--- src/rtl/rdma_port_ctrl.sv ---
module rdma_port_ctrl #(
  parameter int AW = 16,
  parameter int CW = 16,
  parameter int DW = 8
) (
  input  logic          clk,
  input  logic          rst_n,
  input  logic          start,
  input  logic [AW-1:0] base_addr,
  input  logic [CW-1:0] xfer_len,
  output logic          bus_req,
  input  logic          bus_grant,
  output logic [AW-1:0] mem_addr,
  output logic          mem_rd,
  input  logic [DW-1:0] mem_rdata,
  input  logic          mem_ready,
  output logic          port_wr,
  output logic [DW-1:0] port_data,
  input  logic          host_ack,
  output logic          busy,
  output logic          done
);

  typedef enum logic [3:0] {
    S_IDLE, S_REQ, S_T1, S_T2, S_T3, S_TW, S_T4, S_HOLD, S_DONE
  } st_t;

  st_t           st;
  logic [AW-1:0] addr;
  logic [CW-1:0] left;
  logic [2:0]    ack_sy;
  logic          ack_edge;

  always_ff @(posedge clk) begin
    if (!rst_n) ack_sy <= '0;
    else        ack_sy <= {ack_sy[1:0], host_ack};
  end

  assign ack_edge = ack_sy[1] & ~ack_sy[2];

  always_ff @(posedge clk) begin
    if (!rst_n) begin
      st        <= S_IDLE;
      addr      <= '0;
      left      <= '0;
      port_data <= '0;
    end else begin
      case (st)
        S_IDLE, S_DONE:
          if (start) begin
            addr <= base_addr;
            left <= xfer_len;
            st   <= (xfer_len == '0) ? S_DONE : S_REQ;
          end
        S_REQ:  if (bus_grant) st <= S_T1;
        S_T1:   st <= S_T2;
        S_T2:   st <= S_T3;
        S_T3, S_TW:
          if (mem_ready) begin
            port_data <= mem_rdata;
            st        <= S_T4;
          end else begin
            st <= S_TW;
          end
        S_T4: begin
          addr <= addr + 1'b1;
          left <= left - 1'b1;
          st   <= (left == CW'(1)) ? S_DONE : S_HOLD;
        end
        S_HOLD: if (ack_edge) st <= S_REQ;
        default: st <= S_IDLE;
      endcase
    end
  end

  assign mem_addr = addr;
  assign bus_req  = (st == S_REQ) || (st == S_T1) || (st == S_T2) ||
                    (st == S_T3)  || (st == S_TW) || (st == S_T4);
  assign mem_rd   = (st == S_T2) || (st == S_T3) || (st == S_TW) || (st == S_T4);
  assign port_wr  = (st == S_T4);
  assign busy     = (st != S_IDLE) && (st != S_DONE);
  assign done     = (st == S_DONE);

  AST_GRANT_GATES_T1: assert property (@(posedge clk) disable iff (!rst_n)
    (st == S_REQ && !bus_grant) |=> (st == S_REQ && !mem_rd));
  AST_READY_STRETCH: assert property (@(posedge clk) disable iff (!rst_n)
    ((st == S_T3 || st == S_TW) && !mem_ready) |=> (mem_rd && !port_wr));
  AST_STROBE_SINGLE: assert property (@(posedge clk) disable iff (!rst_n)
    port_wr |=> !port_wr);
  AST_LATCH_HELD: assert property (@(posedge clk) disable iff (!rst_n)
    (st == S_HOLD) |=> $stable(port_data));
  AST_ADDR_STEP: assert property (@(posedge clk) disable iff (!rst_n)
    port_wr |=> (mem_addr == AW'($past(mem_addr) + 1'b1)));
  AST_HOLD_NO_REQ: assert property (@(posedge clk) disable iff (!rst_n)
    (st == S_HOLD && !ack_edge) |=> !bus_req);
  AST_DONE_QUIET: assert property (@(posedge clk) disable iff (!rst_n)
    done |-> (!bus_req && !busy));

endmodule

--- config.mk ---
export PLATFORM = sky130hd
export DESIGN_NAME = rdma_port_ctrl
export DESIGN_NICKNAME = d
export VERILOG_FILES = /design/src/rtl/rdma_port_ctrl.sv
export SDC_FILE = /design/constraint.sdc
export NUM_CORES = 1
export LEC_CHECK = 0
export BUFFER_PORTS_ARGS = -buffer_cell sky130_fd_sc_hd__buf_4
export CORE_MARGIN = 4
export CORE_UTILIZATION = 45
export DETAILED_ROUTE_END_ITERATION = 6
export PLACE_DENSITY = 0.71
export SYNTH_ARGS = -nofsm -noshare
export SYNTH_HDL_FRONTEND = slang
export SYNTH_SLANG_ARGS = --single-unit
export TNS_END_PERCENT = 5
--- constraint.sdc ---
create_clock -name clk -period 2.63 [get_ports clk]
set_input_delay 0.526 -clock clk [delete_from_list [all_inputs] [get_ports clk]]
set_output_delay 0.526 -clock clk [all_outputs]
set_load 0.02 [all_outputs]
==> metrics.txt, run 1 <==
Die Ht=83.5 um; Vias=2673; Post-Synthesis Cells=314; hold buffer count at cts=0; critical setup path kind=flop to output pin; Seq/Total Area, Yosys=36.7%; Clk pwr share=21.1%; area of the multi-input gates=1510 um2; Final setup viols=0; Max H-tree Level=2; dpl cells=444; DP Area=3170 um2; Net Count, Synth=363; Hold Path Cell Cnt=2; DRC Markers=0; Critical Path RT=2100 ps; multiplexer share of the synthesized area=4.78%; normalized max-slew margin=46.2%; Final ANT Viol Nets=0; Post-CTS Setup Bufs=0; Compound-Gate Fraction of Synth Area=21.8%; max_cap viols=0; Finished Layout Cells=452; drt pass-1 iters=5; Seq pwr share=41.5%; max-slew violations=0; nets=428; Distinct cells, synth=55; Vias/cell=5.91; Port Buf Inserts=74; Comb power frac=37.4%; vias in the first global route=2549; Worst Setup End Kind=output pin; CP Data Arrival Time=1720 ps; Clock Latency Late Sink=310 ps; Fin Setup TNS=0 ps; Top Ports=75; row count=27; first-pass GRT wire length=12300 um; chip width=83.5 um; CTS sink cnt=47; reg2reg path depth=5; Core Area=5510 um2; FF+latch count, synth=47; xor/xnor cell area share of the yosys netlist=0.683%; final worst-path cycle share=85.4%; NetSw=0.915 mW; simple-gate area share of the yosys netlist=30.0%; cts bufs inserted=5; RSZ-0062 raised after global routing=no; clock-pin slew on the worst setup and hold paths=90 ps; most frequent cell after synthesis=dfxtp_1; most common flop cell mapped by yosys=dfxtp_1; syn_area_per_cell=8.17 um2; EDFF count, synth=0; area of the mapped netlist=2570 um2; DRT iter0 DRCs=174; P_leak=1.28 nW; largest net degree at the start of global routing=33; maximum VDD drop=0.000341 V; status=finished clean; CTS tree=done; Register Area=941 um2; area leader, netlist=dfxtp_1; Slew @ Worst Pin=807 ps; Tot GR Track Use=21.1%; routed wire length=7370 um; crit-path max FO=13; Hold Vio Cnt, Final=0; Die ar.=6970 um2; Internal=1.44 mW; Commonest cells post-synth=dfxtp_1 (47), nand2_1 (28), nor2_1 (26); share of the synthesized area in the top cell type=36.7%; FMAX=445 MHz; n_diodes=0; initial antenna violation count=0; fin area=3270 um2; top post-synthesis cells by area=dfxtp_1 (37%), nand2_1 (4.1%), mux2i_1 (3.9%), nor2_1 (3.8%), o21ai_0 (3.3%); Sw Share=38.9%; remaining global-route overflow=0; power per cell area=719 nW/um2; layout cells sized above 1=27.1%; Root Driver=clkbuf_8; Post-CTS Resized=0; fill count=534; fraction of registers with async set/reset=0%; min Tclk post-route=2250 ps; Critical Path Start Type=flop; Final Wtd Congestion=0.819; adder-cell share of the synthesized area=1.46%; HP Class=primary input to flop; CTS max path bufs=2; DP HPWL=5230 um; Layout area overhead=27.5%; skew final=5.24 ps; largest family of logic cells by synthesized area=simple AND/OR/NAND/NOR gates; synth warn=0; Initial Utilization=46.6%; WL/cell=16.3 um
-- state kept, by name, summed over array words and instances, names as in the netlist --
signal and flops:
left 16, mem_addr 16, port_data 8, st 4
ack_sy 3
-- metal layers --
layer	vias to the layer above	part of all wire (%)	track usage, %
li1	1322	-	-
met1	1251	46	27.0
met2	88	45	33.7
met3	12	6.8	6.32
met4	0	2.1	7.75
met5	-	0	0
-- cell families after synthesis --
logic type	Yosys count
xor gates and xnor gates	2
muxes	12
AOI/OAI and AO/OA	84
adders and majority gates	3
and+or+nand+nor	137
DFF	47
buffers and inverters	29
-- power groups by stage --
stage | clock network [mW] | logic, mW | registers (mW)
after global placement | 0 | 0.862 | 0.986
after global routing | 0.538 | 0.964 | 1.00
after CTS | 0.507 | 0.882 | 0.974
final | 0.496 | 0.881 | 0.977
after detailed placement | 0 | 0.882 | 0.990
after floorplan | 0 | 0.574 | 0.978
-- through the flow --
stage               hold WS [ps]  power, mW  setup WS (ps)  utilization [%]
global placement             417       1.85            578             57.6
CTS                          413       2.36            399             59.4
finish                       424       2.35            383             59.4
floorplan                    412       1.55            767                -
global route                 416       2.51            220             59.4
detailed placement           423       1.87            550             57.6
-- worst paths after layout --
check | slack [ps] | start | endpoint
max | 380 | st[2]$_SDFFE_PN0P_ | port_wr
min | 420 | host_ack | ack_sy[0]$_SDFF_PN0_
max reg2reg | 520 | st[2]$_SDFFE_PN0P_ | mem_addr[11]$_SDFFE_PN0P_
min reg2reg | 440 | ack_sy[0]$_SDFF_PN0_ | ack_sy[1]$_SDFF_PN0_
-- layout by cell type, fill, tap and decap left out, drive strengths merged, types with 3 or more instances in the layout --
cell type,Yosys,routed
o311ai,6,6
nor4b,5,5
ha,3,3
a22oi,6,6
o211ai,4,4
and3,6,6
nor3,10,10
nor4,7,7
and4,3,3
or3,6,6
nor2,26,26
a211oi,4,4
nand2,28,28
buf,6,81
a32oi,4,4
nand4,10,10
inv,6,6
o21ai,17,17
dfxtp,47,47
a221oi,3,3
or4,5,5
nand3,13,13
clkbuf,17,7
a21oi,16,16
a31oi,13,13
mux2i,10,10
and2,7,7
-- critical path: stages, from the launching register on --
cell,delay [ps]
dfxtp_1,640
nand4bb_1,190
inv_1,200
buf_4,220
buf_4,160
-- final cells by class --
type,instances,area share (%)
clock buffers,7,2.94
multi-input cells,238,46.1
flip-flops and latches,47,28.7
repair buffers,81,18.6
clock inverters,1,0.229
well taps,72,2.75
inverters,6,0.688
Power figures use the tool's default switching activity.
==> run 2, diff against run 1 <==
--- a/config.mk
+++ b/config.mk
@@ -9,7 +9,7 @@
 export CORE_MARGIN = 4
 export CORE_UTILIZATION = 45
 export DETAILED_ROUTE_END_ITERATION = 6
-export PLACE_DENSITY = 0.71
+export PLACE_DENSITY_LB_ADDON = 0.2
 export SYNTH_ARGS = -nofsm -noshare
 export SYNTH_HDL_FRONTEND = slang
 export SYNTH_SLANG_ARGS = --single-unit
==> run 2 against run 1 <==
Against the previous run:
- critical path depth unchanged
- hold slack gained 17 ps
- non-clock buffer count down 1
- register-to-register slack better by 50 ps
- setup slack got worse by 64 ps
- sequential share of layout area is essentially flat
- flip-flop and latch count did not move
- critical path type unchanged
- critical endpoint unchanged
- largest power group unchanged
==> metrics.txt, run 2 (synthesis results as in run 1) <==
DRC Markers=0; FMAX=433 MHz; Critical Path Start Type=flop; n_diodes=0; Buf/Inv on CP=3; Die ar.=6970 um2; family with the most delay on the worst path=buffers and inverters; P_leak=1.28 nW; Tot GR Track Use=20.3%; vias in the first global route=2519; crit-path max FO=16; Fin Setup TNS=0 ps; hold buffer count at cts=0; layout cells sized above 1=26.9%; Final ANT Viol Nets=0; PnR worst setup slack=320 ps; Max H-tree Level=2; CTS tree=done; first-pass GRT wire length=11900 um; cell mode on critical path=buf_4; commonest non-fill, non-tap cell in the layout=buf_4; Clk pwr share=22.6%; Tot Pwr=2.40 mW; Root Driver=clkbuf_8; worst hold margin=441 ps; normalized max-slew margin=48.2%; worst stage delay on the critical path=620 ps; max_cap viols=0; Core Util, Final=59.5%; Vias/cell=5.93; fill count=508; CP Data Arrival Time=1780 ps; Hold Vio Cnt, Final=0; nets=427; final worst-path cycle share=87.8%; dpl ws=581 ps; Vias=2676; Final setup viols=0; status=finished clean; Finished Layout Cells=451; DP HPWL=5100 um; Comb power frac=36.6%; Slew @ Worst Pin=777 ps; slowest cell on the critical path=dfxtp_1; dpl cells=443; Top Ports=75; most frequent cells in the layout=buf_4 (80), dfxtp_1 (47), nand2_1 (28), nor2_1 (26), o21ai_0 (17); power per cell area=733 nW/um2; clock-pin slew on the worst setup and hold paths=90 ps; routed wire length=7200 um; Port Buf Inserts=74; Final Wtd Congestion=0.787; WL/cell=16.0 um; Critical Path RT=2100 ps; DRT iter0 DRCs=78; cts bufs inserted=5; skew final=7.62 ps; Seq pwr share=40.7%; HP Class=primary input to flop; row count=27; min Tclk post-route=2310 ps; Post-CTS Resized=0; Post-CTS Setup Bufs=0; fin area=3270 um2; RSZ-0062 raised after global routing=no; DP Area=3160 um2; maximum VDD drop=0.000488 V; Die Ht=83.5 um; critical-path cell list=nand4bb_1 > inv_1 > buf_4 > buf_4; drt pass-1 iters=4; largest net degree at the start of global routing=31; NetSw=0.918 mW; critical setup path kind=flop to output pin; CTS sink cnt=47; Worst Setup End Kind=output pin; Internal=1.48 mW; Layout area overhead=27.6%; Clock Latency Late Sink=300 ps; chip width=83.5 um; Sw Share=38.2%; Core Area=5510 um2; remaining global-route overflow=0; max-slew violations=0; initial antenna violation count=0; Initial Utilization=46.6%; CTS max path bufs=2
-- run 2: cell types whose count changed in the layout (fill, tap and decap cells not counted) --
cell,previous run,this run
buf_4,81,80
bufinv_16,0,1
clkbuf_8,7,5
clkinv_2,0,1
clkinv_4,0,1
clkinvlp_4,1,0
-- run 2: metal layers --
layer	wire length, um	GRT usage [%]
met5	0	0
met4	112	5.99
met3	544	5.33
met2	3460	33.8
met1	3080	25.9
-- run 2: worst paths after layout --
check	startpoint	endpoint	slack (ps)	cells past startpoint
max	st[2]$_SDFFE_PN0P_	port_wr	320	4
min	host_ack	ack_sy[0]$_SDFF_PN0_	440	2
max reg2reg	st[2]$_SDFFE_PN0P_	left[4]$_SDFFE_PN0P_	570	5
min reg2reg	ack_sy[0]$_SDFF_PN0_	ack_sy[1]$_SDFF_PN0_	450	1
-- run 2: worst register-to-register path: stages, from the launching register on --
cell       delay, ps
dfxtp_1          620
nand4bb_1        190
inv_1            240
nand2_1          200
or4_2            570
a31oi_1          190
-- run 2: power by group through the flow --
stage	Combinational, mW	Clock [mW]	Sequential [mW]
2_1_floorplan	0.574	0	0.978
3_3_place_gp	0.865	0	0.986
3_5_place_dp	0.871	0	0.990
4_1_cts	0.878	0.553	0.974
5_1_grt	0.970	0.584	1.00
6_report	0.880	0.543	0.978
-- run 2: layout make-up --
cell class	count	area (um2)	area share (%)
Timing Repair Buffer	80	601	18.3
Tap cell	72	90.1	2.75
Clock inverter	3	43.8	1.34
Inverter	6	22.5	0.688
Multi-Input combinational cell	238	1510	46.0
Clock buffer	5	68.8	2.10
Sequential cell	47	941	28.7
